File: config.mk
export PLATFORM = sky130hd
export DESIGN_NAME = dac_cmd_ctrl
export DESIGN_NICKNAME = d
export VERILOG_FILES = /design/src/rtl/dac_ctrl_pkg.sv /design/src/rtl/dac_ld_sync.sv /design/src/rtl/dac_word_asm.sv /design/src/rtl/dac_cmd_ctrl.sv
export SDC_FILE = /design/constraint.sdc
export NUM_CORES = 1
export LEC_CHECK = 0
export ABC_AREA = 1
export ABC_CLOCK_PERIOD_IN_PS = 3750
export BUFFER_PORTS_ARGS = -buffer_cell sky130_fd_sc_hd__buf_2
export CAP_MARGIN = 20
export CORE_MARGIN = 1.5
export CORE_UTILIZATION = 25
export CTS_BUF_LIST = sky130_fd_sc_hd__clkbuf_8 sky130_fd_sc_hd__clkbuf_16
export DETAILED_ROUTE_END_ITERATION = 6
export GPL_ROUTABILITY_DRIVEN = 0
export PLACE_DENSITY_LB_ADDON = 0.08
export SLEW_MARGIN = 20
export SYNTH_ARGS = -nofsm -noshare
export SYNTH_HDL_FRONTEND = slang
export SYNTH_SLANG_ARGS = --single-unit
File: constraint.sdc
create_clock -name clk -period 3.75 [get_ports clk]
set_input_delay 0.5625 -clock clk [delete_from_list [all_inputs] [get_ports clk]]
set_output_delay 0.5625 -clock clk [all_outputs]
set_load 0.005 [all_outputs]
File: src/rtl/dac_ctrl_pkg.sv
package dac_ctrl_pkg;

    typedef enum logic [3:0] {
        CMD_WR_IN  = 4'b0000,
        CMD_UPD    = 4'b0001,
        CMD_WR_UPD = 4'b0011,
        CMD_PWR_DN = 4'b0100,
        CMD_NOP    = 4'b1111
    } dac_cmd_e;

    typedef enum logic [1:0] {
        ST_IDLE,
        ST_RECV,
        ST_EXEC,
        ST_LOAD
    } ctrl_st_e;

    localparam int WORD_BYTES = 3;
    localparam int BYTE_W     = 8;
    localparam int FIELD_W    = 16;

endpackage

File: src/rtl/dac_ld_sync.sv
module dac_ld_sync #(
    parameter int STAGES = 2
) (
    input  logic clk,
    input  logic rst_n,
    input  logic d,
    output logic q
);
    logic [STAGES-1:0] ff;

    // resets to the inactive (high) level of the load pin
    always_ff @(posedge clk) begin
        if (!rst_n) ff <= '1;
        else        ff <= {ff[STAGES-2:0], d};
    end

    assign q = ff[STAGES-1];
endmodule

File: src/rtl/dac_word_asm.sv
module dac_word_asm #(
    parameter int NBYTES = 3,
    parameter int BW     = 8
) (
    input  logic                 clk,
    input  logic                 rst_n,
    input  logic [BW-1:0]        byte_in,
    input  logic                 byte_vld,
    input  logic                 word_done,
    output logic                 busy,
    output logic                 done_ok,
    output logic [NBYTES*BW-1:0] word
);
    localparam int WW = NBYTES * BW;
    localparam int CW = $clog2(NBYTES + 1);

    logic [CW-1:0] cnt;
    logic [WW-1:0] sh;

    always_ff @(posedge clk) begin
        if (!rst_n) begin
            cnt <= '0;
            sh  <= '0;
        end else if (word_done) begin
            cnt <= '0;
        end else if (byte_vld && (cnt != CW'(NBYTES))) begin
            sh  <= {sh[WW-BW-1:0], byte_in};
            cnt <= cnt + 1'b1;
        end
    end

    assign busy    = (cnt != '0);
    assign done_ok = word_done && (cnt == CW'(NBYTES));
    assign word    = sh;
endmodule

File: src/rtl/dac_cmd_ctrl.sv
module dac_cmd_ctrl
    import dac_ctrl_pkg::*;
#(
    parameter int RES         = 16,
    parameter int SYNC_STAGES = 2
) (
    input  logic           clk,
    input  logic           rst_n,
    input  logic [7:0]     rx_byte,
    input  logic           rx_byte_vld,
    input  logic           rx_word_done,
    input  logic           load_n,
    output logic [RES-1:0] dac_code,
    output logic           pwr_down,
    output logic           upd_pulse
);
    localparam int WW      = WORD_BYTES * BYTE_W;
    localparam int CMD_MSB = WW - 1;
    localparam int CMD_LSB = WW - 4;
    localparam int DAT_MSB = FIELD_W - 1;

    ctrl_st_e state_q, state_d;

    logic          ld_sync, ld_prev, ld_act, ld_fall;
    logic          asm_busy, asm_done;
    logic [WW-1:0] asm_word;

    logic [3:0]     cmd_q;
    logic [RES-1:0] dat_q, inp_q, dac_q;
    logic           ld_flag, pd_q, upd_q;

    dac_ld_sync #(.STAGES(SYNC_STAGES)) u_sync (
        .clk   (clk),
        .rst_n (rst_n),
        .d     (load_n),
        .q     (ld_sync)
    );

    dac_word_asm #(.NBYTES(WORD_BYTES), .BW(BYTE_W)) u_asm (
        .clk       (clk),
        .rst_n     (rst_n),
        .byte_in   (rx_byte),
        .byte_vld  (rx_byte_vld),
        .word_done (rx_word_done),
        .busy      (asm_busy),
        .done_ok   (asm_done),
        .word      (asm_word)
    );

    always_ff @(posedge clk) begin
        if (!rst_n) ld_prev <= 1'b1;
        else        ld_prev <= ld_sync;
    end

    assign ld_act  = !ld_sync;
    assign ld_fall = ld_prev && !ld_sync;

    // state register
    always_ff @(posedge clk) begin
        if (!rst_n) state_q <= ST_IDLE;
        else        state_q <= state_d;
    end

    // next state
    always_comb begin
        state_d = state_q;
        unique case (state_q)
            ST_IDLE: begin
                if (asm_busy)     state_d = ST_RECV;
                else if (ld_fall) state_d = ST_LOAD;
            end
            ST_RECV: begin
                if (asm_done)       state_d = ST_EXEC;
                else if (!asm_busy) state_d = ST_IDLE;
            end
            ST_EXEC: state_d = ld_flag ? ST_LOAD : ST_IDLE;
            ST_LOAD: state_d = ST_IDLE;
            default: state_d = ST_IDLE;
        endcase
    end

    // outputs and datapath registers
    always_ff @(posedge clk) begin
        if (!rst_n) begin
            cmd_q   <= CMD_NOP;
            dat_q   <= '0;
            inp_q   <= '0;
            dac_q   <= '0;
            ld_flag <= 1'b0;
            pd_q    <= 1'b1;
            upd_q   <= 1'b0;
        end else begin
            upd_q <= 1'b0;
            unique case (state_q)
                ST_IDLE: ;
                ST_RECV: begin
                    if (asm_done) begin
                        cmd_q   <= asm_word[CMD_MSB:CMD_LSB];
                        dat_q   <= asm_word[DAT_MSB -: RES];
                        ld_flag <= ld_act;
                    end
                end
                ST_EXEC: begin
                    case (cmd_q)
                        CMD_WR_IN: inp_q <= dat_q;
                        CMD_UPD: begin
                            dac_q <= inp_q;
                            pd_q  <= 1'b0;
                            upd_q <= 1'b1;
                        end
                        CMD_WR_UPD: begin
                            inp_q <= dat_q;
                            dac_q <= dat_q;
                            pd_q  <= 1'b0;
                            upd_q <= 1'b1;
                        end
                        CMD_PWR_DN: if (!ld_flag) pd_q <= 1'b1;
                        default: ;
                    endcase
                end
                ST_LOAD: begin
                    dac_q <= inp_q;
                    pd_q  <= 1'b0;
                    upd_q <= 1'b1;
                end
                default: ;
            endcase
            // a low load pin wakes the channel whatever the bus is doing
            if (ld_act) pd_q <= 1'b0;
        end
    end

    assign dac_code  = dac_q;
    assign pwr_down  = pd_q;
    assign upd_pulse = upd_q;
endmodule

==> impl_metrics.tcl <==
set metrics [dict create \
    start_kind "flop" \
    ctsRootBufferMaster "clkbuf_16" \
    drv_slew 0 \
    cts_inserted_buffers 9 \
    crit_chain "ha_1, nor2_1, buf_4, nand2_1, nand2_1, a21oi_1" \
    drive_gt1_share_pct 18.38 \
    routed_wl_um 8494 \
    fp.dieArea_mm2 0.01432 \
    worstPathArrival_ns 2.00 \
    grt_first_pass_wirelength_um 14290 \
    via_count 2816 \
    cp_max_fo 23 \
    dp.cells 618 \
    endpoint_kind "flop" \
    period_minus_slack_ns 1.791 \
    numPortBuffers 30 \
    syn_area_per_cell_um2 7.857 \
    pin_count 31 \
    path_delay_family "simple AND/OR/NAND/NOR gates" \
    total_leakage_power_nw 1.695 \
    grt-ovfl-total 0 \
    finClkSkew_ns 0.004478 \
    syn_nets 448 \
    rows 42 \
    grt_pass1_vias 2691 \
    clkTransAtPathRegs_ns 0.06 \
    layout_common_cells "dfxtp_1, nand2_1, nand3_1" \
    yosysTopAreaCellShare_pct 48.25 \
    synthTopCellsByArea "dfxtp_1, nand3_1, nand2_1" \
    synthMuxAreaShare_pct 0 \
    async_reset_ff_share_pct 0 \
    postCtsHoldBufs 0 \
    cp_slowest_cell "nand2_1" \
    avgViaCountPerCell 4.449 \
    rsz0062_at_grt "false" \
    ant_nets 0 \
    dieWidth_um 119.7 \
    yosysSeqAreaShare_pct 48.25 \
    cts.sinks 82 \
    max_cap_viol_count 0 \
    tightest_slew_ns 0.6866 \
    wire_per_inst_um 13.42 \
    setup_viol 0 \
    r2r_cells 6 \
    post_cts_resized 0 \
    min_path_cells 1 \
    grt_use_total_pct 12.80 \
    yosysTopAreaCell "dfxtp_1" \
    ys_ff_latch 82 \
    power_density_mw_per_mm2 468.2 \
    design.core.area_mm2 0.01324 \
    insertion_delay_ns 0.33 \
    synth-adder-area-share_pct 0.7356 \
    grt_max_degree 43 \
    drt_first_iter_violations 108 \
    required_ns 3.96 \
    diodes 0 \
    path_class "flop to flop" \
    cts_setup_buffers 0 \
    hold_ws_ns 0.4193 \
    drt_pass1_iterations 4 \
    hold_violations 0 \
    synth_edf_count 0 \
    finalCritPeriodShare_pct 47.75 \
    route.detailed.drc 0 \
    cp_slowest_stage_delay_ns 0.48 \
    synthSimpleGateAreaFrac_pct 34.61 \
    place_hpwl_um 5575 \
    crit_cells 6 \
    nets 468 \
    synth-main-ff-cell "dfxtp_1" \
    clock.fmax_mhz 558.4 \
    fin_util_pct 29.69 \
    area_growth_pct 15.56 \
    slew_headroom_pct 54.12 \
    synth_area_mm2 0.003402 \
    tns_ns 0 \
    synth-warning-count 0 \
    timing.critical_path.buf_inv 1 \
    synth-compound-area-share_pct 9.562 \
    synth_cells 433 \
    die_h_um 119.7 \
    finalPower_w 0.001841 \
    hold_class "flop to flop" \
    outcome "finished clean" \
    cts_tree "yes" \
    synth-xor-area-share_pct 0 \
    crit_path_frequent_cell "nand2_1" \
    synth_top_family_by_area "simple AND/OR/NAND/NOR gates" \
    final_cells 633 \
    layout_commonest_cell "dfxtp_1" \
    htreeDepth 3 \
    yosysUniqueCellTypes 34 \
    peakVddDrop_v 0.0001729 \
    antenna_found_initial 0 \
    initial_core_util_pct 25.69 \
    worst-r2r-setup-slack_ns 1.96 \
    cts_max_path_buffers 2 \
]
==> sequential cells by signal, summed over array words and instances, names as in the netlist <==
register,cells
u_asm.word,20
cmd_q,4
inp_q,16
dat_q,16
upd_pulse,1
state_q,2
dac_code,16
u_sync.ff,2
ld_flag,1
u_asm.cnt,2
pwr_down,1
ld_prev,1
==> path summary, 6_finish.rpt <==
| check | end | from |
|---|---|---|
| setup reg to reg | u_asm.word[8] | u_asm.cnt[0] |
| setup / recovery | u_asm.word[8] | u_asm.cnt[0] |
| hold reg to reg | u_sync.ff[1] | u_sync.ff[0] |
| hold / removal | u_sync.ff[1] | u_sync.ff[0] |
==> synth_stat cells, types with 7 or more instances <==
cell type	instances
inv_1	17
nand2_1	75
dfxtp_1	82
o21ai_1	12
buf_2	8
nand2_2	7
clkbuf_1	11
nand3_1	72
nor2_1	41
or2_2	14
or2_1	17
a21oi_1	39
==> final cells by class <==
| class | instances | area (um^2) |
|---|---|---|
| sequential | 82 | 1642 |
| fill | 1478 | 9311 |
| clock buffer | 11 | 252.7 |
| tap | 176 | 220.2 |
| clock inverter | 4 | 20.02 |
| inverter | 21 | 81.33 |
| multi-input combinational | 304 | 1528 |
| timing repair buffer | 35 | 187.7 |
==> logic make-up after synthesis <==
group           count (synthesis)
buf+inv                        47
compound gates                 62
simple gates                  240
flops                          82
fa+ha+maj                       2
==> where the power goes <==
group	switching, W	total [W]	internal [W]	leakage (nW)
logic	0.0000792	0.000112	0.0000333	0.892
registers	0.0000184	0.000904	0.000886	0.663
clock network	0.000348	0.000824	0.000475	0.140
==> layer usage <==
layer | vias to the layer above | track usage (%) | wire, um
li1 | 1463 | - | -
met1 | 1302 | 18.33 | 4520
met2 | 39 | 18.64 | 3562
met3 | 12 | 2.567 | 241
met4 | 0 | 5.357 | 169
met5 | - | 0 | 0
==> per-stage QoR <==
step | worst slack [ns] | instance area, um^2
after floorplan | 2.430 | 3402
after global placement | 1.585 | 3659
after detailed placement | 1.594 | 3659
after CTS | 1.920 | 3931
after global routing | 1.708 | 3931
final | 1.959 | 3931
(Power assumes the default switching activity.)
